## src/rtl/pps_pkg.sv

```systemverilog
package pps_pkg;
    localparam int NUM_PH = 4;
    localparam int PH_T1  = 0;
    localparam int PH_T4  = NUM_PH - 1;
    typedef logic [NUM_PH-1:0] phase_t;
    localparam phase_t PH_RESET = phase_t'(1);
endpackage

```

## src/rtl/pps_phase_gen.sv

```systemverilog
module pps_phase_gen
    import pps_pkg::*;
(
    input  logic   clk,
    input  logic   rst_n,
    input  logic   advance,
    output phase_t phase,
    output logic   at_t1,
    output logic   at_t4
);
    typedef struct packed {
        phase_t ph;
    } ring_t;

    ring_t r_d, r_q;

    always_comb begin
        r_d = r_q;
        if (advance) begin
            r_d.ph = {r_q.ph[NUM_PH-2:0], r_q.ph[NUM_PH-1]};
        end
    end

    always_ff @(posedge clk or negedge rst_n) begin
        if (!rst_n) r_q <= '{ph: PH_RESET};
        else        r_q <= r_d;
    end

    assign phase = r_q.ph;
    assign at_t1 = r_q.ph[PH_T1];
    assign at_t4 = r_q.ph[PH_T4];
endmodule

```

## src/rtl/pps_fetch_unit.sv

```systemverilog
module pps_fetch_unit #(
    parameter int PC_W = 11,
    parameter int IW_W = 16
) (
    input  logic            clk,
    input  logic            rst_n,
    input  logic            advance,
    input  logic            at_t1,
    input  logic            at_t4,
    input  logic            take_br,
    input  logic [PC_W-1:0] br_tgt,
    input  logic [IW_W-1:0] pm_data,
    output logic            pm_rd,
    output logic [PC_W-1:0] pm_addr,
    output logic [IW_W-1:0] fetch_word,
    output logic [PC_W-1:0] fetch_pc
);
    typedef struct packed {
        logic [PC_W-1:0] pc;
        logic            rd_pend;
        logic [IW_W-1:0] word;
    } fetch_t;

    fetch_t f_d, f_q;
    logic   boundary;

    assign boundary = at_t4 && advance;
    assign pm_rd    = at_t1 && advance;

    always_comb begin
        f_d         = f_q;
        f_d.rd_pend = pm_rd;
        if (f_q.rd_pend) begin
            f_d.word = pm_data;
        end
        if (boundary) begin
            f_d.pc = take_br ? br_tgt : f_q.pc + 1'b1;
        end
    end

    always_ff @(posedge clk or negedge rst_n) begin
        if (!rst_n) f_q <= '0;
        else        f_q <= f_d;
    end

    assign pm_addr    = f_q.pc;
    assign fetch_pc   = f_q.pc;
    assign fetch_word = f_q.word;
endmodule

```

## src/rtl/pps_ir_stage.sv

```systemverilog
module pps_ir_stage #(
    parameter int PC_W = 11,
    parameter int IW_W = 16
) (
    input  logic            clk,
    input  logic            rst_n,
    input  logic            load,
    input  logic            take_br,
    input  logic [IW_W-1:0] fetch_word,
    input  logic [PC_W-1:0] fetch_pc,
    output logic [IW_W-1:0] ir,
    output logic [PC_W-1:0] ir_pc,
    output logic            ir_valid
);
    typedef struct packed {
        logic [IW_W-1:0] word;
        logic [PC_W-1:0] pc;
        logic            valid;
    } irs_t;

    irs_t s_d, s_q;

    always_comb begin
        s_d = s_q;
        if (load) begin
            s_d.word  = fetch_word;
            s_d.pc    = fetch_pc;
            s_d.valid = !take_br;
        end
    end

    always_ff @(posedge clk or negedge rst_n) begin
        if (!rst_n) s_q <= '0;
        else        s_q <= s_d;
    end

    assign ir       = s_q.word;
    assign ir_pc    = s_q.pc;
    assign ir_valid = s_q.valid;
endmodule

```

## src/rtl/phase_pipe_seq.sv

```systemverilog
module phase_pipe_seq
    import pps_pkg::*;
#(
    parameter int PC_W = 11,
    parameter int IW_W = 16
) (
    input  logic              clk,
    input  logic              rst_n,
    input  logic              stall,
    input  logic              br_req,
    input  logic [PC_W-1:0]   br_tgt,
    output logic              pm_rd,
    output logic [PC_W-1:0]   pm_addr,
    input  logic [IW_W-1:0]   pm_data,
    output logic [NUM_PH-1:0] phase,
    output logic              t1_sync,
    output logic [IW_W-1:0]   ir,
    output logic              ir_valid,
    output logic [PC_W-1:0]   ex_pc,
    output logic              ex_en
);
    logic            advance;
    logic            at_t1;
    logic            at_t4;
    logic            take_br;
    logic [IW_W-1:0] fetch_word;
    logic [PC_W-1:0] fetch_pc;

    assign advance = !stall;
    assign take_br = br_req && ir_valid;

    pps_phase_gen u_phase (
        .clk     (clk),
        .rst_n   (rst_n),
        .advance (advance),
        .phase   (phase),
        .at_t1   (at_t1),
        .at_t4   (at_t4)
    );

    pps_fetch_unit #(.PC_W(PC_W), .IW_W(IW_W)) u_fetch (
        .clk        (clk),
        .rst_n      (rst_n),
        .advance    (advance),
        .at_t1      (at_t1),
        .at_t4      (at_t4),
        .take_br    (take_br),
        .br_tgt     (br_tgt),
        .pm_data    (pm_data),
        .pm_rd      (pm_rd),
        .pm_addr    (pm_addr),
        .fetch_word (fetch_word),
        .fetch_pc   (fetch_pc)
    );

    pps_ir_stage #(.PC_W(PC_W), .IW_W(IW_W)) u_ir (
        .clk        (clk),
        .rst_n      (rst_n),
        .load       (at_t4 && advance),
        .take_br    (take_br),
        .fetch_word (fetch_word),
        .fetch_pc   (fetch_pc),
        .ir         (ir),
        .ir_pc      (ex_pc),
        .ir_valid   (ir_valid)
    );

    assign t1_sync = at_t1;
    assign ex_en   = ir_valid && !at_t1 && advance;
endmodule

```

## config.mk

```make
export PLATFORM = sky130hd
export DESIGN_NAME = phase_pipe_seq
export DESIGN_NICKNAME = d
export VERILOG_FILES = /design/src/rtl/pps_pkg.sv /design/src/rtl/pps_phase_gen.sv /design/src/rtl/pps_fetch_unit.sv /design/src/rtl/pps_ir_stage.sv /design/src/rtl/phase_pipe_seq.sv
export SDC_FILE = /design/constraint.sdc
export NUM_CORES = 1
export LEC_CHECK = 0
export BUFFER_PORTS_ARGS = -buffer_cell sky130_fd_sc_hd__buf_2
export CELL_PAD_IN_SITES_DETAIL_PLACEMENT = 2
export CELL_PAD_IN_SITES_GLOBAL_PLACEMENT = 2
export CORE_UTILIZATION = 29
export CTS_BUF_LIST = sky130_fd_sc_hd__clkbuf_8
export DETAILED_ROUTE_END_ITERATION = 10
export MAX_ROUTING_LAYER = met4
export PLACE_DENSITY_LB_ADDON = 0.1
export SLEW_MARGIN = 20
export SYNTH_ARGS = -nofsm -noshare
export SYNTH_HDL_FRONTEND = slang
export SYNTH_SLANG_ARGS = --single-unit
```

## constraint.sdc

```tcl
create_clock -name clk -period 1.39 [get_ports clk]
set_input_delay 0.278 -clock clk [delete_from_list [all_inputs] [get_ports clk]]
set_output_delay 0.278 -clock clk [all_outputs]
set_load 0.01 [all_outputs]
```

==> impl.org <==
** Outcome
- The run finished, with violations left.
- Failing checks :: setup timing

** Critical path
- Capturing element type of the critical path :: output port
- The kind of cell with the highest combined delay along the critical path is flip-flops.
- Arrival time worst endpoint :: 1.18 ns
- The worst setup path is launched from a register.
- Register-to-register setup slack :: -0.01 ns
- The critical path is of the register to output port type.
- Among all stages on the critical path, the largest delay is contributed by dfstp_2.
- In this run the critical register-to-register path is captured at u_fetch.fetch_pc[7].
- In this run the critical register-to-register path is launched from u_fetch.fetch_pc[3].
- Traced cell by cell, the critical path runs through nor2b_4 -> buf_6.
- Data on the critical path is required at its endpoint by 1.11 ns.
- Worst-case reg-to-reg path depth :: 4
- Along the worst path, the maximum fanout reaches 4.
- Longest individual stage delay on the worst path :: 0.57 ns
- The number of buffers and inverters on the critical path is 1.

** Synth
- Yosys Warn Count :: 0
- Post-Synthesis Net Count :: 293
- Number of unique standard cell types used by synthesis :: 33
- Post-Synthesis Cell Area :: 2590 um2
- Counting flops and latches in the post-synthesis netlist gives 60.
- Counting every instance in the synthesized netlist gives 261.
- Sequential area share after synthesis :: 0.581
- Avg Inst Size Synth :: 9.91 um2

** Global routing
- For this run the aggregate overflow at the end of global routing stands at 0.
- The first global-routing pass estimated 11300 um of wire.
- Maximum number of pins on one net before global-route repair :: 61
- The number of global-route vias before repair is 2248.
- Initial antenna violation count :: 0
- For this run, the total global-route usage over all layers was measured as 0.172.

** Min path
- Worst Hold Depth :: 2
- HP Start :: pm_data[0]
- The path class of the tightest hold or removal check is primary input to register.
- For hold timing, the worst endpoint is u_fetch.fetch_word[0].

** Route
- Vias per Instance :: 4.67
- After detailed routing, the number of remaining DRC violations is 0.
- The final route contains 2147 vias.
- For this block, the routed nets add up to 7080 um of wire.
- Average wire per cell in the routed design :: 15.4 um
- Before antenna repair, the detailed router went through 4 iterations.
- The detailed router finished its first iteration with 73 violations.
- Antenna-violating nets left :: 0

** Final layout
- The area growth from synthesis to layout is 34.0%.
- Number of antenna diodes :: 0
- Nets :: 380
- Across the whole layout, storage elements account for 1500 um2.
- Summing all multi-input logic gate instances after layout gives 971 um2.
- Filler Cells Inserted :: 984
- Share of cells above drive strength 1 :: 0.423
- Count of placed standard cells in the final layout, fillers left out :: 460

** Clock network
- After clock tree synthesis, the clock-pin slew on the worst setup and hold paths is 0.07 ns.
- TritonCTS built the clock tree.
- Total clock buffers created by CTS :: 9
- The longest clock path from root to sink contains 2 buffers.
- TritonCTS sink count :: 60
- H-Tree Level Count :: 3
- Clock tree synthesis selected as its root buffer the cell clkbuf_8.
- Clock latency on the worst-skew pair, taken at its later pin, is 0.33 ns.

** Floorplanning
- The die covers 9300 um2.
- Number of placement rows :: 34
- For this configuration, the core starts out at a cell density of 0.298.
- In this run the horizontal extent of the chip is 96.4 um.
- The floorplan step defined a core boundary enclosing 8680 um2.
- In this run the vertical extent of the chip is 96.4 um.
- I/O pin total :: 77

** Run
- Number of max-cap violations :: 0

** Timing
- Setup violations remaining at the end of the flow were counted as 3.
- The final hold violation count is 0.
- Clock skew on the completed layout was measured at 0.00813 ns.
- After layout, the worst setup slack is -0.0646 ns.
- Headroom to the max-slew limit came out at 0.771.
- Pin slew with the least headroom to its limit :: 0.343 ns
- The number of pins exceeding their max-slew limit in the final report is 0.
- Max Fclk :: 687 MHz
- Setup repair after global routing missed its margin :: true
- Share of the clock period used by the worst path after layout :: 1.05
- Time the final worst path needs with I/O delays and setup :: 1.45 ns

** Power
- Static power due to leakage :: 1.93 nW
- Dividing total power by cell area gives a power density of 980 nW/um2.
- Total power draw :: 3.40 mW
- IR analysis of the VDD net gives a maximum drop of 0.535 mV.

** Placed design
- Detailed Place HPWL :: 4950 um
- During placement, the flow inserted port buffers numbering 76.
- Including well taps, the total number of placed cells is 441.
- Weighted congestion reported at the end of routability-driven placement :: 0.761
==> where the power goes <==
group,internal (mW),switching (mW),leakage (nW)
Combinational,0.0407,0.0527,0.999
Sequential,1.75,0,0.830
Clock,0.857,0.699,0.0979
Total,2.64,0.752,1.93
==> per-layer routing <==
metal,vias up,wire (um),GRT usage
li1,1018,-,-
met1,1075,3090,0.204
met2,46,3560,0.283
met3,8,322,0.0344
met4,0,110,0.0772
met5,-,0,-
==> stage by stage <==
step	worst slack (ns)	util	instance area [um2]	hold slack, ns	setup TNS [ns]
after global placement	0.0248	0.365	3170	0.324	0
final	-0.0646	0.399	3460	0.167	-0.138
after detailed placement	-0.0195	0.365	3170	0.320	-0.0195
after CTS	-0.0770	0.395	3420	0.151	-0.181
after global routing	-0.114	0.399	3460	0.157	-0.428
after floorplan	-0.0578	-	2600	-0.0176	-0.0578
==> worst reg2reg max path: stages (launching register included) <==
cell	delay [ns]
dfrtp_1	0.43
and4_1	0.24
or4b_4	0.47
o21ai_2	0.09
a21oi_2	0.06
==> timing repair <==
action | 4_1_cts | 5_1_grt
endpoints found under the setup margin | 4 | 8
pin swaps | 2 | 3
hold endpoints to repair | 59 | 0
buffers inserted | 3 | 0
gates resized for setup | 7 | 8
hold buffers | 1 | 0
==> cells by family after synthesis <==
kind of cell,Yosys count,share of synthesized area
compound gates,32,0.0760
fa+ha+maj,1,0.00484
buf+inv,31,0.0682
flops,60,0.581
mux,18,0.0784
simple gates,119,0.192
==> worst max path at each step <==
| stage | from | endpoint | slack [ns] | cells after the start |
|---|---|---|---|---|
| 2_1_floorplan | u_ir.ir_valid | u_fetch.fetch_pc[7] | -0.06 | 5 |
| 3_3_place_gp | u_fetch.fetch_pc[1] | u_fetch.fetch_pc[8] | 0.02 | 5 |
| 3_5_place_dp | u_fetch.fetch_pc[1] | u_fetch.fetch_pc[8] | -0.02 | 5 |
| 4_1_cts | u_phase.phase[0] | pm_rd | -0.08 | 2 |
| 5_1_grt | u_phase.phase[0] | pm_rd | -0.11 | 2 |
| 6_report | u_phase.phase[0] | pm_rd | -0.06 | 2 |
==> sequential cells by signal, summed over array words and instances (netlist names) <==
signal	flops
u_fetch.f_q	1
u_fetch.fetch_pc	11
u_fetch.fetch_word	16
u_ir.ir	16
u_ir.ir_pc	11
u_ir.ir_valid	1
u_phase.phase	4
==> Yosys cell counts <==
cell        n  area (um2)
inv_1       1        3.75
a31oi_1     2        12.5
a21o_1      1        7.51
and2_1      1        6.26
nor3b_1     1        7.51
nand3_1     3        15.0
o22ai_1     2        12.5
nor2b_1     2        12.5
nor2_1      9        33.8
dfstp_2     1        26.3
and2b_1     1        7.51
a41o_1      1        10.0
or3_1       1        6.26
or4b_1      1        10.0
nand2_1    91         342
a2bb2oi_1   3        26.3
a221o_1     1        10.0
buf_1       2        7.51
and4_1      1        8.76
dfrtp_1    59        1480
ha_1        1        12.5
a21oi_1    13        65.1
o22a_1      1        8.76
o21ai_0     7        35.0
buf_2       6        30.0
clkbuf_1    8        30.0
nand2b_1    1        6.26
nor3_1      3        15.0
buf_4      14         105
and3_1      1        6.26
mux2_2     18         203
o2bb2ai_1   1        8.76
nand4_1     3        18.8
==> cells in the final DEF, fill, tap and decap left out, drive strengths merged, types with 2 or more instances in the layout <==
master	synthesis	routed
a31oi	2	2
o22ai	2	2
nor2b	2	2
clkbuf	8	10
nand4	3	3
mux2	18	18
nor3	3	3
dfrtp	59	59
nand3	3	3
nor2	9	9
a21oi	13	13
buf	22	105
a2bb2oi	3	3
o21ai	7	7
clkinv	0	3
nand2	91	91
==> final cells by class <==
class                   instances  area share
flip-flops and latches         60       0.434
multi-input cells             170       0.280
repair buffers                106       0.191
clock buffers                  10      0.0397
well taps                     108      0.0390
clock inverters                 5      0.0152
inverters                       1     0.00108
(Power assumes the default switching activity.)
